$ cat src/rtl/refsched_pkg.sv
package refsched_pkg;

    typedef enum logic [2:0] {
        PH_PAUSE,
        PH_WARM,
        PH_RUN,
        PH_SWEEP,
        PH_SELF,
        PH_CATCH
    } phase_t;

    typedef enum logic [1:0] {
        CY_CBR,
        CY_ROR,
        CY_SELF
    } cyc_t;

    typedef enum logic [1:0] {
        EN_IDLE,
        EN_SETUP,
        EN_LOW,
        EN_PRE
    } eng_t;

    typedef struct packed {
        logic ras_n;
        logic cas_n;
        logic addr_oe;
    } strobe_t;

    function automatic int width_for(input int n);
        return (n < 2) ? 1 : $clog2(n + 1);
    endfunction

    function automatic int row_bits(input int n);
        return (n < 3) ? 1 : $clog2(n);
    endfunction

    function automatic int max2(input int a, input int b);
        return (a > b) ? a : b;
    endfunction

endpackage

$ cat src/rtl/refsched_strobe.sv
module refsched_strobe
    import refsched_pkg::*;
#(
    parameter int RAS_LOW_CYC = 3,
    parameter int RP_CYC      = 2,
    parameter int SR_MIN_CYC  = 5000,
    parameter int SR_EXIT_CYC = 5
) (
    input  logic    clk,
    input  logic    rst,
    input  logic    start,
    input  cyc_t    kind,
    input  logic    hold,
    output strobe_t strb,
    output logic    busy,
    output logic    self_low
);
    localparam int LONGEST = max2(max2(RAS_LOW_CYC, RP_CYC), max2(SR_MIN_CYC, SR_EXIT_CYC));
    localparam int CW = width_for(LONGEST);
    localparam logic [CW-1:0] LOW_LAST  = CW'(RAS_LOW_CYC - 1);
    localparam logic [CW-1:0] PRE_LAST  = CW'(RP_CYC - 1);
    localparam logic [CW-1:0] SR_LAST   = CW'(SR_MIN_CYC - 1);
    localparam logic [CW-1:0] EXIT_LAST = CW'(SR_EXIT_CYC - 1);

    eng_t          st;
    cyc_t          kind_q;
    logic [CW-1:0] cnt;
    logic          low_end;
    logic          pre_end;

    always_comb begin
        if (kind_q == CY_SELF) begin
            low_end = (cnt >= SR_LAST) && !hold;
            pre_end = (cnt == EXIT_LAST);
        end else begin
            low_end = (cnt == LOW_LAST);
            pre_end = (cnt == PRE_LAST);
        end
    end

    always_ff @(posedge clk) begin
        if (rst) begin
            st     <= EN_IDLE;
            kind_q <= CY_CBR;
            cnt    <= '0;
        end else begin
            case (st)
                EN_IDLE: begin
                    if (start) begin
                        st     <= EN_SETUP;
                        kind_q <= kind;
                    end
                end
                EN_SETUP: begin
                    st  <= EN_LOW;
                    cnt <= '0;
                end
                EN_LOW: begin
                    if (low_end) begin
                        st  <= EN_PRE;
                        cnt <= '0;
                    end else if (cnt != '1) begin
                        cnt <= cnt + 1'b1;
                    end
                end
                EN_PRE: begin
                    if (pre_end) st <= EN_IDLE;
                    else         cnt <= cnt + 1'b1;
                end
                default: st <= EN_IDLE;
            endcase
        end
    end

    // Column strobe leads the row strobe by the setup cycle for internal-counter
    // cycles; row-only cycles keep it high and present the address instead.
    always_comb begin
        strb.ras_n   = (st != EN_LOW);
        strb.cas_n   = !((kind_q != CY_ROR) &&
                         ((st == EN_SETUP) ||
                          ((st == EN_LOW) && ((kind_q == CY_SELF) || (cnt == '0)))));
        strb.addr_oe = (kind_q == CY_ROR) && ((st == EN_SETUP) || (st == EN_LOW));
        busy         = (st != EN_IDLE);
        self_low     = (st == EN_LOW) && (kind_q == CY_SELF);
    end

endmodule

$ cat src/rtl/refsched_debt.sv
module refsched_debt
    import refsched_pkg::*;
#(
    parameter int INTERVAL = 780,
    parameter int DEBT_MAX = 8
) (
    input  logic clk,
    input  logic rst,
    input  logic run,
    input  logic take,
    output logic owed,
    output logic urgent
);
    localparam int TW = width_for(INTERVAL);
    localparam int DW = width_for(DEBT_MAX);
    localparam logic [TW-1:0] T_LAST = TW'(INTERVAL - 1);
    localparam logic [DW-1:0] D_TOP  = DW'(DEBT_MAX);

    logic [TW-1:0] tcnt;
    logic [DW-1:0] debt;
    logic          tick;
    logic          pay;

    always_comb begin
        tick   = run && (tcnt == T_LAST);
        owed   = (debt != '0);
        urgent = (debt == D_TOP);
        pay    = take && owed;
    end

    always_ff @(posedge clk) begin
        if (rst || !run) begin
            tcnt <= '0;
            debt <= '0;
        end else begin
            tcnt <= tick ? '0 : tcnt + 1'b1;
            case ({tick, pay})
                2'b10:   if (debt != D_TOP) debt <= debt + 1'b1;
                2'b01:   debt <= debt - 1'b1;
                default: debt <= debt;
            endcase
        end
    end

endmodule

$ cat src/rtl/refsched_rowctr.sv
module refsched_rowctr
    import refsched_pkg::*;
#(
    parameter int ROWS = 8192,
    localparam int RW = row_bits(ROWS)
) (
    input  logic          clk,
    input  logic          rst,
    input  logic          step,
    output logic [RW-1:0] row
);
    generate
        if ((ROWS & (ROWS - 1)) == 0) begin : g_pow2
            always_ff @(posedge clk) begin
                if (rst)       row <= '0;
                else if (step) row <= row + 1'b1;
            end
        end else begin : g_mod
            localparam logic [RW-1:0] ROW_LAST = RW'(ROWS - 1);
            always_ff @(posedge clk) begin
                if (rst)       row <= '0;
                else if (step) row <= (row == ROW_LAST) ? '0 : row + 1'b1;
            end
        end
    endgenerate

endmodule

$ cat src/rtl/refresh_scheduler.sv
module refresh_scheduler
    import refsched_pkg::*;
#(
    parameter int PAUSE_CYC    = 5000,
    parameter int INIT_CNT     = 8,
    parameter int REF_INTERVAL = 780,
    parameter int DEBT_MAX     = 8,
    parameter int RAS_LOW_CYC  = 3,
    parameter int RP_CYC       = 2,
    parameter int SR_MIN_CYC   = 5000,
    parameter int SR_EXIT_CYC  = 5,
    parameter int ROWS         = 8192,
    localparam int ROW_W = row_bits(ROWS)
) (
    input  logic             clk,
    input  logic             rst,
    input  logic             row_mode,
    input  logic             sr_req,
    input  logic             ref_grant,
    output logic             ref_req,
    output logic             urgent,
    output logic             ready,
    output logic             sr_active,
    output logic             ras_n,
    output logic             cas_n,
    output logic             we_n,
    output logic             addr_oe,
    output logic [ROW_W-1:0] row_addr
);
    localparam int PW = width_for(PAUSE_CYC);
    localparam int BW = width_for(max2(INIT_CNT, ROWS));
    localparam logic [PW-1:0] P_LAST = PW'(PAUSE_CYC - 1);
    localparam logic [BW-1:0] N_INIT = BW'(INIT_CNT);
    localparam logic [BW-1:0] N_ROWS = BW'(ROWS);

    phase_t           ph;
    logic [PW-1:0]    pcnt;
    logic [BW-1:0]    bcnt;
    logic [BW-1:0]    catch_n;
    logic             start;
    cyc_t             kind;
    cyc_t             norm_kind;
    logic             take;
    logic             owed;
    logic             busy;
    logic             self_low;
    strobe_t          strb;
    logic [ROW_W-1:0] row;
    logic [ROW_W-1:0] row_q;
    logic             step;

    refsched_debt #(.INTERVAL(REF_INTERVAL), .DEBT_MAX(DEBT_MAX)) u_debt (
        .clk(clk), .rst(rst), .run(ph == PH_RUN), .take(take),
        .owed(owed), .urgent(urgent)
    );

    refsched_rowctr #(.ROWS(ROWS)) u_row (
        .clk(clk), .rst(rst), .step(step), .row(row)
    );

    refsched_strobe #(
        .RAS_LOW_CYC(RAS_LOW_CYC), .RP_CYC(RP_CYC),
        .SR_MIN_CYC(SR_MIN_CYC), .SR_EXIT_CYC(SR_EXIT_CYC)
    ) u_strobe (
        .clk(clk), .rst(rst), .start(start), .kind(kind), .hold(sr_req),
        .strb(strb), .busy(busy), .self_low(self_low)
    );

    always_comb begin
        norm_kind = row_mode ? CY_ROR : CY_CBR;
        catch_n   = row_mode ? N_ROWS : BW'(1);
        start     = 1'b0;
        kind      = norm_kind;
        take      = 1'b0;
        case (ph)
            PH_WARM: begin
                start = !busy && (bcnt < N_INIT);
            end
            PH_RUN: begin
                if (ref_grant && !busy) begin
                    if (owed) begin
                        start = 1'b1;
                        take  = 1'b1;
                    end else if (sr_req && !row_mode) begin
                        start = 1'b1;
                        kind  = CY_SELF;
                    end
                end
            end
            PH_SWEEP: begin
                if (!busy) begin
                    start = 1'b1;
                    kind  = (bcnt < N_ROWS) ? CY_ROR : CY_SELF;
                end
            end
            PH_CATCH: begin
                start = !busy && (bcnt < catch_n);
            end
            default: start = 1'b0;
        endcase
        step = start && (kind == CY_ROR);
    end

    always_ff @(posedge clk) begin
        if (rst) begin
            ph    <= PH_PAUSE;
            pcnt  <= '0;
            bcnt  <= '0;
            row_q <= '0;
        end else begin
            if (step) row_q <= row;
            case (ph)
                PH_PAUSE: begin
                    if (pcnt == P_LAST) begin
                        ph   <= PH_WARM;
                        bcnt <= '0;
                    end else begin
                        pcnt <= pcnt + 1'b1;
                    end
                end
                PH_WARM: begin
                    if (start)                          bcnt <= bcnt + 1'b1;
                    else if (!busy && (bcnt == N_INIT)) ph   <= PH_RUN;
                end
                PH_RUN: begin
                    if (ref_grant && !busy && !owed && sr_req) begin
                        if (row_mode) begin
                            ph   <= PH_SWEEP;
                            bcnt <= '0;
                        end else begin
                            ph <= PH_SELF;
                        end
                    end
                end
                PH_SWEEP: begin
                    if (start) begin
                        if (bcnt == N_ROWS) ph   <= PH_SELF;
                        else                bcnt <= bcnt + 1'b1;
                    end
                end
                PH_SELF: begin
                    if (!busy) begin
                        ph   <= PH_CATCH;
                        bcnt <= '0;
                    end
                end
                PH_CATCH: begin
                    if (start)                           bcnt <= bcnt + 1'b1;
                    else if (!busy && (bcnt == catch_n)) ph   <= PH_RUN;
                end
                default: ph <= PH_PAUSE;
            endcase
        end
    end

    always_comb begin
        ready     = (ph != PH_PAUSE) && (ph != PH_WARM);
        ref_req   = ((ph == PH_RUN) && (owed || sr_req || busy)) ||
                    (ph == PH_SWEEP) || (ph == PH_SELF) || (ph == PH_CATCH);
        sr_active = self_low;
        ras_n     = strb.ras_n;
        cas_n     = strb.cas_n;
        addr_oe   = strb.addr_oe;
        we_n      = 1'b1;
        row_addr  = row_q;
    end

endmodule

$ cat config.mk
export PLATFORM = sky130hd
export DESIGN_NAME = refresh_scheduler
export DESIGN_NICKNAME = d
export VERILOG_FILES = /design/src/rtl/refsched_pkg.sv /design/src/rtl/refsched_strobe.sv /design/src/rtl/refsched_debt.sv /design/src/rtl/refsched_rowctr.sv /design/src/rtl/refresh_scheduler.sv
export SDC_FILE = /design/constraint.sdc
export NUM_CORES = 1
export LEC_CHECK = 0
export ABC_AREA = 0
export ABC_CLOCK_PERIOD_IN_PS = 3600
export BUFFER_PORTS_ARGS = -buffer_cell sky130_fd_sc_hd__buf_2
export CAP_MARGIN = 20
export CORE_MARGIN = 8
export CORE_UTILIZATION = 55
export CTS_BUF_LIST = sky130_fd_sc_hd__clkbuf_4
export DETAILED_ROUTE_END_ITERATION = 7
export GPL_TIMING_DRIVEN = 0
export HOLD_SLACK_MARGIN = 0.06
export PLACE_DENSITY = 0.83
export SLEW_MARGIN = 20
export SYNTH_ARGS = -nofsm -noshare
export SYNTH_HDL_FRONTEND = slang
export SYNTH_SLANG_ARGS = --single-unit
$ cat constraint.sdc
create_clock -name clk -period 3.6 [get_ports clk]
set_clock_uncertainty 0.15 [all_clocks]
set_input_delay 0.54 -clock clk [delete_from_list [all_inputs] [get_ports clk]]
set_output_delay 0.54 -clock clk [all_outputs]
set_load 0.01 [all_outputs]
Word-level counts from Yosys, hierarchy flattened --
Cells that the tools add are included. Widths: inputs -> output; s select.
Word-level totals: flip-flop bits (word level) 87, bits in latches 0, memory bits (writable) 0, ROM bits 0, input bits 5, output and inout bits 21, word-level logic and storage cells 165, memories kept 0
Operators by class: add/sub/neg operators 7, multipliers 0, div/mod/pow operators 0, $lt $le $gt $ge 4, equality and inequality tests 45, shifts and indexed selects 0, multiplexer cells 47, bitwise logic cells 1, reduce and logical (&&, ||, !) cells 51
Operator list (number):
- $mux 14 | 8
- $pmux 14 s5 | 1
- $add 13x1->13 const B | 3
- $mux 13 | 3
- $pmux 13 s3 | 1
- $mux 3 | 10
- $ne 2x2->1 const B | 14
- $logic_and 1x1->1 | 18
- $pmux 3 s6 | 1
- $mux 2 | 8
- $add 14x1->14 const B | 1
- $eq 14x14->1 | 1
- $eq 14x14->1 const B | 1
- $eq 14x4->1 const B | 1
- $lt 14x14->1 | 1
- $lt 14x14->1 const B | 1
- $lt 14x4->1 const B | 1
- $eq 13x1->1 const B | 1
- $eq 13x13->1 const B | 1
- $eq 13x2->1 const B | 1
- $eq 13x3->1 const B | 1
- $ge 13x13->1 const B | 1
- $logic_not 13->1 | 1
- $ne 13x13->1 const B | 1
- 33 further kinds | 74

Logic depth before layout (Yosys ltp) --
Gate-level depths: netlist of the first run.
depth after elaboration 9, gate-level depth with buffers 13, mapped depth without buffers 12

Hierarchy --
Synthesis of the first run repeated with hierarchy kept, for this count alone.
Unflattened totals: cells, all modules 574, area total of the unflattened synthesis 5121.2 um2
By module, submodules not included:
- refresh_scheduler | instances 1, cells an instance 276, area an instance 2519.9 um2, sequential area each 860.8 um2
- refsched_strobe | instances 1, cells an instance 141, area an instance 1228.7 um2, sequential area each 340.3 um2
- refsched_debt | instances 1, cells an instance 93, area an instance 787.0 um2, sequential area each 280.3 um2
- refsched_rowctr | instances 1, cells an instance 64, area an instance 585.6 um2, sequential area each 260.2 um2

Worst setup path after synthesis of the first run --
No wires, ideal clock.
path kind reg-to-reg, from register u_strobe.st[0], to register u_debt.debt[3], library setup time 0.124 ns, arrival time 2.587 ns, required time 3.326 ns, slack 0.740 ns, stages on the path, launching flop included 13, path buffers 1, clock period less this slack 2.860 ns, cell sequence dfxtp_1 inv_1 ha_1 clkbuf_1 nand3_1 or3_1 inv_1 ha_1 a21o_1 a21o_1 or2_2 o211ai_1 a31oi_1
Between the ends: word-level cells in the longest chain between the ends 9, elaborated cells on any way between the ends 12, those cells by class 3 x eq/ne; 3 x mux; 6 x reduce/logical
Ends and longest elaborated chain:
- start, declared | line refsched_strobe.sv:25 | eng_t st;
- start signal, assigned | line refsched_strobe.sv:43 | st <= EN_IDLE;
- start signal, assigned | line refsched_strobe.sv:50 | st <= EN_SETUP;
- start signal, assigned | line refsched_strobe.sv:55 | st <= EN_LOW;
- $reduce_bool 2->1 * | line refsched_strobe.sv:83 | busy = (st != EN_IDLE);
- $logic_not 1->1 * | line refresh_scheduler.sv:80 | if (ref_grant && !busy) begin
- $logic_and 1x1->1 * | line refresh_scheduler.sv:80
- $mux 1 * | line refresh_scheduler.sv:80
- $mux 1 * | line refresh_scheduler.sv:75 | case (ph)
- $logic_and 1x1->1 * | line refsched_debt.sv:28 | pay = take && owed;
- $eq 2x2->1 or $eq 2x1->1 (tied branches) | line refsched_debt.sv:37 | case ({tick, pay})
- $ne 2x1->1 (no line) or $reduce_bool 2->1 (tied branches)
- $reduce_and 2->1 (no line)
- end signal, assigned | line refsched_debt.sv:38 | 2'b10: if (debt != D_TOP) debt <= debt + 1'b1;
- end signal, assigned | line refsched_debt.sv:39 | 2'b01: debt <= debt - 1'b1;
- end signal, assigned | line refsched_debt.sv:40 | default: debt <= debt;
- end, declared | line refsched_debt.sv:20 | logic [DW-1:0] debt;
Mark *: on every way between the ends. The rest lies on a longest branch, timed or not. A chain may end at the register's enable or synchronous reset.

Worst setup path after layout of the first run --
Same ends and word-level chain as after synthesis.

==> impl_table.tex, run 1 <==
\begin{tabular}{lr}
\hline
Metric & Value \\
\hline
\multicolumn{2}{l}{\textbf{GRT}} \\
\quad Gr usage total & 18.9\% \\
\quad Initial antenna violation count & 0 \\
\quad Wire length of the first global-routing pass & 18.5 mm \\
\quad Via count of the first global-routing pass & 4029 \\
\quad Sum of overflow across all layers after global routing & 0 \\
\quad Pin count of the biggest net entering global routing & 17 \\
\multicolumn{2}{l}{\textbf{Routing}} \\
\quad Residual DRC & 0 \\
\quad Total wire length & 10.8 mm \\
\quad Mean routed wirelength per cell & 15.1 µm \\
\quad Avg Vias per Cell & 6.07 \\
\quad Count of TritonRoute iterations in the first routing pass & 5 \\
\quad Number of DRC markers after the initial detailed-route iteration & 336 \\
\quad Vias & 4328 \\
\quad Antenna viol nets, final & 0 \\
\multicolumn{2}{l}{\textbf{Yosys}} \\
\quad Ys flop type & sky130\_fd\_sc\_hd\_\_dfxtp\_1 \\
\quad Nets in the synthesized netlist & 589 \\
\quad Ys Warns & 0 \\
\quad Sequential-to-total area share from yosys stat & 36.9\% \\
\quad Post-synthesis cell type with the largest combined area & sky130\_fd\_sc\_hd\_\_dfxtp\_1 \\
\quad Cell count after synthesis & 567 \\
\quad Share of the synthesized area in the top cell type & 36.9\% \\
\quad FFs w/ async S/R, synth & 0\% \\
\quad Cell with the most instances after synthesis & sky130\_fd\_sc\_hd\_\_dfxtp\_1 \\
\quad Number of synthesized register bits & 87 \\
\quad Number of enable-type register cells in the synthesized netlist & 0 \\
\quad Mean area per synthesized cell & 8.32 µm² \\
\quad Top cells by instance count after synthesis & sky130\_fd\_sc\_hd\_\_dfxtp\_1 (87), sky130\_fd\_sc\_hd\_\_nor2\_1 (68), sky130\_fd\_sc\_hd\_\_nand2\_1 (52) \\
\quad Largest cells by area after synthesis & sky130\_fd\_sc\_hd\_\_dfxtp\_1 (37\%), sky130\_fd\_sc\_hd\_\_nor2\_1 (5.4\%), sky130\_fd\_sc\_hd\_\_xnor2\_1 (5.0\%), sky130\_fd\_sc\_hd\_\_a21oi\_1 (4.2\%), sky130\_fd\_sc\_hd\_\_ha\_1 (4.2\%) \\
\quad Number of library cell types mapped by synthesis & 68 \\
\quad Area of the mapped netlist & 4720 µm² \\
\multicolumn{2}{l}{\textbf{Cells and area}} \\
\quad Final Instance Count excl. Fillers & 713 \\
\quad Design Area, Final & 5150 µm² \\
\quad Share of layout cells above drive strength 1 & 12.0\% \\
\quad Final Core Density & 62.3\% \\
\quad Area growth, synth to finish & 9.04\% \\
\quad Number of nets in the finished design & 624 \\
\multicolumn{2}{l}{\textbf{Clock tree}} \\
\quad Total clock sinks & 87 \\
\quad Clock-pin slew on the worst setup and hold paths & 0.14 ns \\
\quad CTS tree & done \\
\quad Root cell of the clock tree & sky130\_fd\_sc\_hd\_\_clkbuf\_4 \\
\quad Insertion delay of the later-clocked pin in the worst-skew pair & 0.43 ns \\
\quad Total of hold buffers inserted after clock tree synthesis & 0 \\
\quad Number of CTS-inserted buffers & 9 \\
\quad Worst-case clock buffer depth & 2 \\
\quad H-tree depth reported by CTS & 3 \\
\multicolumn{2}{l}{\textbf{Power and ir drop}} \\
\quad Leakage power & 1.84 nW \\
\quad Sw Ratio & 36.2\% \\
\quad Max IR drop VDD & 0.210 mV \\
\quad Combinational cell fraction of total power & 28.8\% \\
\quad Sequential Power Share & 44.5\% \\
\quad Clk pwr share & 26.7\% \\
\quad Switching Power & 0.873 mW \\
\quad Power density over the cells & 469 nW/µm² \\
\quad Internal Power & 1.54 mW \\
\multicolumn{2}{l}{\textbf{Worst setup path}} \\
\quad Worst flop-to-flop path endpoint & u\_debt.debt[3]\$\_SDFFE\_PP0P\_ \\
\quad Crit Path Max Fanout & 10 \\
\quad Required time of the critical path & 3.78 ns \\
\quad Worst reg2reg setup slack & 0.27 ns \\
\quad Worst flop-to-flop path startpoint & u\_strobe.st[0]\$\_SDFFE\_PP0P\_ \\
\quad Depth of the most critical reg-to-reg path & 12 \\
\quad CP endpoint kind & flop \\
\quad CP Class & reg -> reg \\
\quad Crit path arrival time & 3.51 ns \\
\quad Critical path startpoint category & flop \\
\multicolumn{2}{l}{\textbf{Min path}} \\
\quad Hold/Removal Path Class & in -> reg \\
\quad End point of the most critical hold path & bcnt[6]\$\_SDFFE\_PP0P\_ \\
\quad Min-Delay Path Depth & 3 \\
\quad Launch instance of the worst min-delay path & rst \\
\multicolumn{2}{l}{\textbf{Timing}} \\
\quad Minimum clock period & 3.33 ns \\
\quad Worst hold slack & 0.297 ns \\
\quad Post-route fraction of the period consumed by the critical path & 92.5\% \\
\quad Final TNS setup & 0 ns \\
\quad Final count of pins violating max slew & 0 \\
\quad Final Hold Fails & 0 \\
\quad Slew headroom & 50.9\% \\
\quad Highest clock rate & 300 MHz \\
\quad RSZ-0062 raised after global routing & no \\
\quad Slew at the pin closest to its max-slew limit & 0.732 ns \\
\quad Final number of setup-violating endpoints & 0 \\
\multicolumn{2}{l}{\textbf{Floorplanning}} \\
\quad Cell Rows & 33 \\
\quad Width of the chip & 109 µm \\
\quad I/O pin total & 26 \\
\quad Area of the die & 11800 µm² \\
\quad Core area & 8260 µm² \\
\quad Die Span Y & 109 µm \\
\quad Initial core utilization & 57.2\% \\
\multicolumn{2}{l}{\textbf{Status}} \\
\quad Status & finished, final reports clean \\
\multicolumn{2}{l}{\textbf{Placed design}} \\
\quad Placement Cell Area & 4970 µm² \\
\quad Number of placed cells counting well taps & 696 \\
\quad Routability congestion estimate & 0.929 \\
\quad Placed wire-length estimate after detailed placement & 8.00 mm \\
\quad Number of port buffers & 24 \\
\multicolumn{2}{l}{\textbf{Job}} \\
\quad Max-cap check violation count & 0 \\
\hline
\end{tabular}
## layout by cell type, fill, tap and decap left out, drive strengths merged, types with 3 or more instances in the layout
cell    instances
dfxtp          87
nor2           68
nand2          54
a21oi          40
buf            34
nand3          32
xnor2          27
inv            21
xor2           20
clkbuf         20
o21ai          19
nand4          17
ha             16
nor3           13
nor4           12
and3           10
nand2b          8
nor2b           7
or3             7
nor4b           7
or4             6
or2             5
and2            5
o211ai          5
o31ai           5
a211oi          4
o211a           4
and4            4
nand4b          3
mux2i           3
a31oi           3
o22ai           3
a21o            3
clkinv          3
## critical path: stages, from the launching register on
cell                       delay [ns]
sky130_fd_sc_hd__dfxtp_1         0.35
sky130_fd_sc_hd__inv_1           0.11
sky130_fd_sc_hd__ha_1            0.26
sky130_fd_sc_hd__buf_1           0.41
sky130_fd_sc_hd__nand3_1         0.28
sky130_fd_sc_hd__or3_1           0.42
sky130_fd_sc_hd__inv_1           0.10
sky130_fd_sc_hd__ha_1            0.23
sky130_fd_sc_hd__a21o_1          0.18
sky130_fd_sc_hd__a21o_1          0.21
sky130_fd_sc_hd__or2_2           0.27
sky130_fd_sc_hd__o211ai_1        0.18
sky130_fd_sc_hd__a31oi_1         0.10
## state kept, by name, summed over array words and instances, names as in the netlist
| register | count |
|---|---|
| bcnt | 14 |
| pcnt | 13 |
| u_strobe.st | 2 |
| row_addr | 13 |
| u_strobe.cnt | 13 |
| ph | 3 |
| u_debt.debt | 4 |
| u_strobe.kind_q | 2 |
| u_row.row | 13 |
| u_debt.tcnt | 10 |
## layout make-up
| class | instances | area [µm²] |
|---|---|---|
| clock inverter | 7 | 105 |
| sequential | 87 | 1740 |
| fill | 718 | 3110 |
| inverter | 19 | 71.3 |
| clock buffer | 9 | 67.6 |
| timing repair buffer | 24 | 120 |
| tap | 105 | 131 |
| buffer | 21 | 98.8 |
| multi-input combinational | 440 | 2810 |
| antenna | 1 | 2.50 |
## timing repair
| item | in CTS | in global routing |
|---|---|---|
| gates resized for setup | 0 | 1 |
| endpoints found under the setup margin | 0 | 1 |
| setup buffers | 0 | 0 |
| hold endpoints to repair | 0 | 0 |
## worst max-delay path by stage
stage,from,end,slack [ns],depth (start not counted)
after CTS,u_strobe.st[1]$_SDFFE_PP0P_,u_debt.debt[3]$_SDFFE_PP0P_,0.33,12
final,u_strobe.st[0]$_SDFFE_PP0P_,u_debt.debt[3]$_SDFFE_PP0P_,0.27,12
after floorplan,u_strobe.st[0]$_SDFFE_PP0P_,u_debt.debt[3]$_SDFFE_PP0P_,0.74,12
after global placement,u_strobe.st[0]$_SDFFE_PP0P_,u_debt.debt[3]$_SDFFE_PP0P_,0.46,12
after global routing,u_strobe.st[1]$_SDFFE_PP0P_,u_debt.debt[3]$_SDFFE_PP0P_,0.002,12
after detailed placement,u_strobe.st[0]$_SDFFE_PP0P_,u_debt.debt[3]$_SDFFE_PP0P_,0.34,12
## power groups by stage
stage	clock network, mW	logic [mW]	registers, mW
after floorplan	0	0.516	1.07
after global placement	0	0.658	1.09
after detailed placement	0	0.677	1.09
after CTS	0.657	0.682	1.07
after global routing	0.709	0.763	1.08
final	0.645	0.696	1.07
## routing by layer
| metal | routed length, µm | global-route usage [%] | vias to the layer above |
|---|---|---|---|
| li1 | - | - | 2102 |
| met1 | 4770 | 23.3 | 2014 |
| met2 | 5160 | 32.0 | 167 |
| met3 | 555 | 2.89 | 45 |
| met4 | 298 | 8.41 | 0 |
| met5 | 0 | 0 | - |
## metrics by stage
step / total power, mW / setup slack (ns)
6_report: 2.41 / 0.271
5_1_grt: 2.55 / 0.00161
4_1_cts: 2.41 / 0.326
3_5_place_dp: 1.77 / 0.343
3_3_place_gp: 1.75 / 0.458
2_1_floorplan: 1.59 / 0.740
## cells by family (layout without fill, tap and decap cells)
group | count (synthesis) | in the layout | share of synthesized area, %
buffers and inverters | 40 | 80 | 3.61
muxes | 3 | 3 | 0.636
DFF | 87 | 87 | 36.9
other | 1 | 2 | 0.0795
xor gates and xnor gates | 47 | 47 | 8.72
and+or+nand+nor | 269 | 269 | 31.2
AOI/OAI and AO/OA | 103 | 103 | 14.2
adders and majority gates | 17 | 17 | 4.67
(Power assumes the default switching activity.)
==> run 2, diff against run 1 <==
CORE_ASPECT_RATIO = 1.2   (was unset)
HOLD_SLACK_MARGIN = 0.08   (was 0.06)
==> run 2 against run 1 <==
  * Worst hold slack worse by 0.037 ns
  * Critical path depth unchanged
  * Die area about the same
  * Sequential cell count unchanged
  * Sequential share of layout area down 0.074 points
  * Total power up 0.15%
  * Largest cell class unchanged
==> impl_table.tex, run 2 (synthesis results as in run 1) <==
\begin{tabular}{lr}
\hline
Metric & Value \\
\hline
\multicolumn{2}{l}{\textbf{Timing}} \\
\quad Post-route fraction of the period consumed by the critical path & 88.4\% (-4.1 points) \\
\quad Final Hold Fails & 0 (unchanged) \\
\quad Final number of setup-violating endpoints & 0 (unchanged) \\
\quad Slew headroom & 59.6\% (+8.7 points) \\
\quad Final TNS setup & 0 ns (unchanged) \\
\quad Highest clock rate & 314 MHz (+4.6\%) \\
\quad Slew at the pin closest to its max-slew limit & 0.605 ns (-0.126 ns) \\
\quad Worst hold slack & 0.260 ns (-0.0372 ns) \\
\quad Final count of pins violating max slew & 0 (unchanged) \\
\quad Final worst setup slack & 0.417 ns (+0.146 ns) \\
\quad Minimum clock period & 3.18 ns (-0.146 ns) \\
\quad RSZ-0062 raised after global routing & no \\
\multicolumn{2}{l}{\textbf{Cells and area}} \\
\quad Ant diodes & 0 (-1) \\
\quad Number of inserted filler cells in the final layout & 749 (+4.3\%) \\
\quad Commonest cells after routing, fill and taps aside & sky130\_fd\_sc\_hd\_\_dfxtp\_1 (87), sky130\_fd\_sc\_hd\_\_nor2\_1 (68), sky130\_fd\_sc\_hd\_\_nand2\_1 (52) \\
\quad Area growth, synth to finish & 9.28\% \\
\quad Register with the most flip-flops & bcnt \\
\quad Design Area, Final & 5160 µm² (+0.22\%) \\
\quad Most frequent standard cell in the layout excluding fill and tap cells & sky130\_fd\_sc\_hd\_\_dfxtp\_1 \\
\quad Final Instance Count excl. Fillers & 724 (+1.5\%) \\
\quad Max reg flops & 14 (unchanged) \\
\quad Number of nets in the finished design & 624 (unchanged) \\
\quad Share of layout cells above drive strength 1 & 12.2\% (+0.16 points) \\
\multicolumn{2}{l}{\textbf{Routing}} \\
\quad Avg Vias per Cell & 5.99 (-1.3\%) \\
\quad Antenna viol nets, final & 0 (unchanged) \\
\quad Residual DRC & 0 (unchanged) \\
\quad Count of TritonRoute iterations in the first routing pass & 5 (unchanged) \\
\quad Vias & 4336 (+0.18\%) \\
\quad Total wire length & 10.9 mm (+1.1\%) \\
\quad Number of DRC markers after the initial detailed-route iteration & 363 (+8.0\%) \\
\quad Mean routed wirelength per cell & 15.1 µm (-0.48\%) \\
\multicolumn{2}{l}{\textbf{Worst setup path}} \\
\quad Largest stage delay, worst path & 0.41 ns (about the same) \\
\quad Buffers plus inverters on the worst setup path & 3 (unchanged) \\
\quad Critical Path, Cell by Cell & inv\_1, ha\_1, clkbuf\_2, nand3\_1, or3\_1, inv\_1, ha\_1, a21o\_1, a21o\_1, or2\_2, o211ai\_1, a31oi\_1 \\
\quad Crit Path Max Fanout & 10 (unchanged) \\
\quad Crit path arrival time & 3.37 ns (-0.14 ns) \\
\quad Family with the most delay on the worst path & simple AND/OR/NAND/NOR gates \\
\quad Cell with the largest stage delay on the worst path & sky130\_fd\_sc\_hd\_\_or3\_1 \\
\quad CP endpoint kind & flop \\
\quad CP Class & reg -> reg \\
\quad Required time of the critical path & 3.79 ns (about the same) \\
\quad Critical path startpoint category & flop \\
\multicolumn{2}{l}{\textbf{Power and ir drop}} \\
\quad Internal Power & 1.54 mW (-0.14\%) \\
\quad Switching Power & 0.879 mW (+0.67\%) \\
\quad Sw Ratio & 36.4\% (+0.19 points) \\
\quad Sequential Power Share & 44.4\% (about the same) \\
\quad Combinational cell fraction of total power & 28.6\% (-0.2 points) \\
\quad Max IR drop VDD & 0.337 mV (+61\%) \\
\quad Power density over the cells & 469 nW/µm² (about the same) \\
\quad Clk pwr share & 27.0\% (+0.3 points) \\
\quad Leakage power & 1.83 nW (-0.20\%) \\
\multicolumn{2}{l}{\textbf{GRT}} \\
\quad Wire length of the first global-routing pass & 18.7 mm (+0.97\%) \\
\quad Via count of the first global-routing pass & 4099 (+1.7\%) \\
\quad Sum of overflow across all layers after global routing & 0 (unchanged) \\
\quad Initial antenna violation count & 0 (unchanged) \\
\quad Pin count of the biggest net entering global routing & 17 (unchanged) \\
\quad Gr usage total & 18.9\% (+0.047 points) \\
\multicolumn{2}{l}{\textbf{Clock tree}} \\
\quad CTS tree & done \\
\quad Number of CTS-inserted buffers & 9 (unchanged) \\
\quad Root cell of the clock tree & sky130\_fd\_sc\_hd\_\_clkbuf\_4 \\
\quad Number of setup buffers added after CTS & 0 (unchanged) \\
\quad Total clock sinks & 87 (unchanged) \\
\quad Clock-pin slew on the worst setup and hold paths & 0.15 ns (about the same) \\
\quad Worst-case clock buffer depth & 2 (unchanged) \\
\quad H-tree depth reported by CTS & 3 (unchanged) \\
\quad Insertion delay of the later-clocked pin in the worst-skew pair & 0.45 ns (+0.02 ns) \\
\multicolumn{2}{l}{\textbf{Floorplanning}} \\
\quad Cell Rows & 37 (+12\%) \\
\quad Core area & 8470 µm² (+2.6\%) \\
\quad Area of the die & 11800 µm² (about the same) \\
\quad Width of the chip & 101 µm (-7.4\%) \\
\quad I/O pin total & 26 (unchanged) \\
\quad Initial core utilization & 55.7\% (-1.4 points) \\
\quad Die Span Y & 117 µm (+8.1\%) \\
\multicolumn{2}{l}{\textbf{Placed design}} \\
\quad Placement Cell Area & 4990 µm² (+0.30\%) \\
\quad Worst Setup Slack post-DPL & 0.268 ns (-0.0754 ns) \\
\quad Routability congestion estimate & 0.919 (-1.1\%) \\
\quad Number of port buffers & 24 (unchanged) \\
\quad Placed wire-length estimate after detailed placement & 8.04 mm (+0.61\%) \\
\quad Number of placed cells counting well taps & 708 (+1.7\%) \\
\multicolumn{2}{l}{\textbf{Job}} \\
\quad Max-cap check violation count & 0 (unchanged) \\
\multicolumn{2}{l}{\textbf{Status}} \\
\quad Status & finished, final reports clean \\
\multicolumn{2}{l}{\textbf{Min path}} \\
\quad Hold/Removal Path Class & in -> reg \\
\hline
\end{tabular}
## run 2: cell types whose count changed in the layout (fill, tap and decap cells not counted)
| cell | change |
|---|---|
| sky130_fd_sc_hd__buf_1 | -1 |
| sky130_fd_sc_hd__clkbuf_2 | +1 |
| sky130_fd_sc_hd__clkinv_2 | -1 |
| sky130_fd_sc_hd__clkinv_4 | -1 |
| sky130_fd_sc_hd__clkinvlp_4 | +1 |
| sky130_fd_sc_hd__diode_2 | -1 |
| sky130_fd_sc_hd__inv_6 | +3 |
| sky130_fd_sc_hd__inv_8 | -2 |
## run 2: stage by stage
step	util [%]	power, mW
final	60.9	2.42
after global routing	60.9	2.55
after CTS	60.9	2.42
after detailed placement	58.9	1.77
after global placement	58.9	1.75
after floorplan	-	1.59
## run 2: final timing paths
kind	cells past startpoint	startpoint	slack, ns	endpoint
setup / recovery	12	u_strobe.st[0]$_SDFFE_PP0P_	0.42	u_debt.debt[3]$_SDFFE_PP0P_
hold / removal	3	rst	0.26	bcnt[6]$_SDFFE_PP0P_
setup reg to reg	12	u_strobe.st[0]$_SDFFE_PP0P_	0.42	u_debt.debt[3]$_SDFFE_PP0P_
hold reg to reg	2	row_addr[11]$_SDFFE_PP0P_	0.31	row_addr[11]$_SDFFE_PP0P_
## run 2: cell type report
cell class	count	area (µm²)	area share (%)
Multi-Input combinational cell	440	2810	54.4
Sequential cell	87	1740	33.8
Tap cell	117	146	2.84
Timing Repair Buffer	24	120	2.33
Clock inverter	7	103	1.99
Buffer	21	100	1.94
Inverter	19	71.3	1.38
Clock buffer	9	67.6	1.31
## run 2: repair_timing
item | CTS | global route
hold buffers | 0 | 0
gates resized for setup | 0 | 2
endpoints found under the setup margin | 0 | 1
## run 2: worst min-delay path, cell delays in order
cell	delay [ns]
sky130_fd_sc_hd__buf_2	0.13
sky130_fd_sc_hd__a21o_2	0.12
sky130_fd_sc_hd__a21oi_1	0.04
## run 2: power by group through the flow
stage                     combinational (mW)  clock (mW)  sequential [mW]
after detailed placement               0.678           0             1.09
after global placement                 0.661           0             1.09
after global routing                   0.763       0.705             1.08
after CTS                              0.681       0.666             1.07
final                                  0.691       0.653             1.07
after floorplan                        0.516           0             1.07
## run 2: routing by layer
| metal | GRT usage (%) | routed length (µm) | vias up |
|---|---|---|---|
| li1 | - | - | 2097 |
| met5 | 0 | 0 | - |
| met4 | 9.95 | 298 | 0 |
| met3 | 3.14 | 626 | 30 |
| met1 | 22.8 | 4570 | 2055 |
| met2 | 31.2 | 5410 | 154 |
==> run 3, diff against run 2 <==
BUFFER_PORTS_ARGS = unset   (was -buffer_cell sky130_fd_sc_hd__buf_2)
DONT_BUFFER_PORTS = 1   (was unset)
PLACE_DENSITY = 0.8   (was 0.83)
==> run 3 against run 2 <==
  * Routed wire length up 0.56%
  * Combinational power down 1%
  * Worst hold slack worse by 0.049 ns
  * Sequential share of layout area up 0.75 points
==> impl_table.tex, run 3 (synthesis results as in run 1) <==
\begin{tabular}{lr}
\hline
Metric & Value \\
\hline
\multicolumn{2}{l}{\textbf{Routing}} \\
\quad Avg Vias per Cell & 6.03 (+0.66\%) \\
\quad Number of DRC markers after the initial detailed-route iteration & 297 (-18\%) \\
\quad Total wire length & 11.0 mm (+0.56\%) \\
\quad Antenna viol nets, final & 0 (unchanged) \\
\quad Residual DRC & 0 (unchanged) \\
\quad Vias & 4226 (-2.5\%) \\
\quad Mean routed wirelength per cell & 15.6 µm (+3.9\%) \\
\quad Count of TritonRoute iterations in the first routing pass & 6 (+1) \\
\multicolumn{2}{l}{\textbf{Min path}} \\
\quad Launch instance of the worst min-delay path & row\_mode \\
\quad Min-Delay Path Depth & 2 (-1) \\
\quad Hold/Removal Path Class & in -> reg \\
\multicolumn{2}{l}{\textbf{Cells and area}} \\
\quad Area growth, synth to finish & 6.92\% \\
\quad Max reg flops & 14 (unchanged) \\
\quad Number of inserted filler cells in the final layout & 761 (+1.6\%) \\
\quad Register with the most flip-flops & bcnt \\
\quad Ant diodes & 0 (unchanged) \\
\quad Flip-flop and latch area & 1740 µm² (unchanged) \\
\quad Multi-input logic area & 2810 µm² (unchanged) \\
\quad Most frequent standard cell in the layout excluding fill and tap cells & sky130\_fd\_sc\_hd\_\_dfxtp\_1 \\
\quad Commonest cells after routing, fill and taps aside & sky130\_fd\_sc\_hd\_\_dfxtp\_1 (87), sky130\_fd\_sc\_hd\_\_nor2\_1 (68), sky130\_fd\_sc\_hd\_\_nand2\_1 (52) \\
\quad Number of nets in the finished design & 601 (-3.7\%) \\
\quad Share of layout cells above drive strength 1 & 8.39\% (-3.8 points) \\
\multicolumn{2}{l}{\textbf{Clock tree}} \\
\quad CTS tree & done \\
\quad H-tree depth reported by CTS & 3 (unchanged) \\
\quad Worst-case clock buffer depth & 2 (unchanged) \\
\quad Total clock sinks & 87 (unchanged) \\
\quad Clock-pin slew on the worst setup and hold paths & 0.15 ns (about the same) \\
\quad Number of setup buffers added after CTS & 0 (unchanged) \\
\quad Insertion delay of the later-clocked pin in the worst-skew pair & 0.44 ns (about the same) \\
\quad Number of CTS-inserted buffers & 9 (unchanged) \\
\quad Root cell of the clock tree & sky130\_fd\_sc\_hd\_\_clkbuf\_4 \\
\multicolumn{2}{l}{\textbf{Timing}} \\
\quad Final number of setup-violating endpoints & 0 (unchanged) \\
\quad Worst hold slack & 0.211 ns (-0.0487 ns) \\
\quad Slew at the pin closest to its max-slew limit & 0.678 ns (+0.0725 ns) \\
\quad Post-route fraction of the period consumed by the critical path & 92.9\% (+4.5 points) \\
\quad RSZ-0062 raised after global routing & no \\
\quad Final TNS setup & 0 ns (unchanged) \\
\quad Highest clock rate & 299 MHz (-4.8\%) \\
\quad Final count of pins violating max slew & 0 (unchanged) \\
\quad Minimum clock period & 3.34 ns (+0.160 ns) \\
\quad Final worst setup slack & 0.257 ns (-0.160 ns) \\
\quad Final Hold Fails & 0 (unchanged) \\
\quad Slew headroom & 54.7\% (-4.8 points) \\
\multicolumn{2}{l}{\textbf{Worst setup path}} \\
\quad CP endpoint kind & flop \\
\quad Critical path startpoint category & flop \\
\quad Depth of the most critical reg-to-reg path & 12 (unchanged) \\
\quad Worst flop-to-flop path startpoint & u\_strobe.st[0]\$\_SDFFE\_PP0P\_ \\
\quad Worst setup path startpoint & u\_strobe.st[0]\$\_SDFFE\_PP0P\_ \\
\quad Crit Path Max Fanout & 10 (unchanged) \\
\quad Crit path arrival time & 3.53 ns (+0.16 ns) \\
\quad CP Class & reg -> reg \\
\quad Required time of the critical path & 3.79 ns (about the same) \\
\multicolumn{2}{l}{\textbf{GRT}} \\
\quad Gr usage total & 19.0\% (+0.080 points) \\
\quad Sum of overflow across all layers after global routing & 0 (unchanged) \\
\quad Wire length of the first global-routing pass & 18.7 mm (+0.29\%) \\
\quad Initial antenna violation count & 0 (unchanged) \\
\quad Pin count of the biggest net entering global routing & 17 (unchanged) \\
\quad Via count of the first global-routing pass & 4128 (+0.71\%) \\
\multicolumn{2}{l}{\textbf{Power and ir drop}} \\
\quad Internal Power & 1.53 mW (-0.56\%) \\
\quad Power density over the cells & 478 nW/µm² (+2.0\%) \\
\quad Leakage power & 1.72 nW (-6.2\%) \\
\quad Max IR drop VDD & 0.325 mV (-3.6\%) \\
\quad Sw Ratio & 36.6\% (+0.24 points) \\
\quad Combinational cell fraction of total power & 28.2\% (-0.4 points) \\
\quad Clk pwr share & 27.3\% (+0.3 points) \\
\quad Switching Power & 0.883 mW (+0.46\%) \\
\quad Sequential Power Share & 44.4\% (about the same) \\
\multicolumn{2}{l}{\textbf{Floorplanning}} \\
\quad Area of the die & 11800 µm² (unchanged) \\
\quad Core area & 8470 µm² (unchanged) \\
\quad Die Span Y & 117 µm (unchanged) \\
\quad I/O pin total & 26 (unchanged) \\
\quad Initial core utilization & 55.7\% (unchanged) \\
\quad Cell Rows & 37 (unchanged) \\
\quad Width of the chip & 101 µm (unchanged) \\
\multicolumn{2}{l}{\textbf{Placed design}} \\
\quad Routability congestion estimate & 0.916 (-0.32\%) \\
\quad Number of port buffers & 0 (-100\%) \\
\quad Worst Setup Slack post-DPL & 0.297 ns (+0.0289 ns) \\
\quad Placed wire-length estimate after detailed placement & 8.08 mm (+0.38\%) \\
\multicolumn{2}{l}{\textbf{Job}} \\
\quad Max-cap check violation count & 0 (unchanged) \\
\multicolumn{2}{l}{\textbf{Status}} \\
\quad Status & finished, final reports clean \\
\hline
\end{tabular}
-- run 3: cell types whose count changed in the layout (fill, tap and decap cells not counted) --
cell / change
sky130_fd_sc_hd__dlygate4sd3_1: +1
sky130_fd_sc_hd__clkbuf_1: +1
sky130_fd_sc_hd__inv_8: +1
sky130_fd_sc_hd__clkinvlp_4: -1
sky130_fd_sc_hd__clkinv_2: +1
sky130_fd_sc_hd__clkbuf_2: -1
sky130_fd_sc_hd__buf_2: -24
sky130_fd_sc_hd__clkinv_4: -1
-- run 3: repair_timing --
action,in CTS,in global routing
hold buffers,1,0
endpoints found under the setup margin,0,0
resized for setup,0,0
hold endpoints to repair,1,0
-- run 3: routing by layer --
metal | share of wire [%] | vias up | GRT usage (%)
met5 | 0 | - | 0
met4 | 2.8 | 0 | 8.82
met3 | 4.6 | 30 | 3.79
met2 | 51 | 125 | 32.5
met1 | 42 | 2018 | 22.0
li1 | - | 2053 | -
-- run 3: cell type report --
cell class / count / area share, %
timing repair buffer: 1 / 0.198
tap: 117 / 2.90
inverter: 19 / 1.41
sequential: 87 / 34.5
clock buffer: 9 / 1.34
multi-input combinational: 440 / 55.6
clock inverter: 7 / 2.03
buffer: 21 / 1.96
-- run 3: stage by stage --
| stage | instances | instance area (µm²) | power, mW | util [%] |
|---|---|---|---|---|
| after floorplan | 567 | 4720 | 1.59 | - |
| after global placement | 684 | 4870 | 1.74 | 57.4 |
| after detailed placement | 684 | 4870 | 1.76 | 57.4 |
| after CTS | 701 | 5050 | 2.42 | 59.6 |
| after global routing | 701 | 5050 | 2.54 | 59.6 |
| final | 701 | 5050 | 2.41 | 59.6 |
-- run 3: path summary, 6_finish.rpt --
kind / end / slack [ns]
setup reg to reg: u_debt.debt[3]$_SDFFE_PP0P_ / 0.26
hold reg to reg: u_debt.tcnt[0]$_SDFF_PP0_ / 0.33
hold / removal: ph[1]$_SDFFE_PP0P_ / 0.21
setup / recovery: u_debt.debt[3]$_SDFFE_PP0P_ / 0.26
-- run 3: power groups by stage --
stage | Sequential (mW) | Clock [mW] | Combinational [mW]
after global routing | 1.08 | 0.707 | 0.750
after floorplan | 1.07 | 0 | 0.516
after detailed placement | 1.09 | 0 | 0.668
after global placement | 1.09 | 0 | 0.648
after CTS | 1.07 | 0.673 | 0.676
final | 1.07 | 0.659 | 0.682
-- run 3: critical path, cell delays in order (launching register included) --
cell,delay (ns)
sky130_fd_sc_hd__dfxtp_1,0.36
sky130_fd_sc_hd__inv_1,0.10
sky130_fd_sc_hd__ha_1,0.25
sky130_fd_sc_hd__clkbuf_1,0.40
sky130_fd_sc_hd__nand3_1,0.31
sky130_fd_sc_hd__or3_1,0.42
sky130_fd_sc_hd__inv_1,0.10
sky130_fd_sc_hd__ha_1,0.23
sky130_fd_sc_hd__a21o_1,0.17
sky130_fd_sc_hd__a21o_1,0.20
sky130_fd_sc_hd__or2_2,0.28
sky130_fd_sc_hd__o211ai_1,0.16
sky130_fd_sc_hd__a31oi_1,0.11
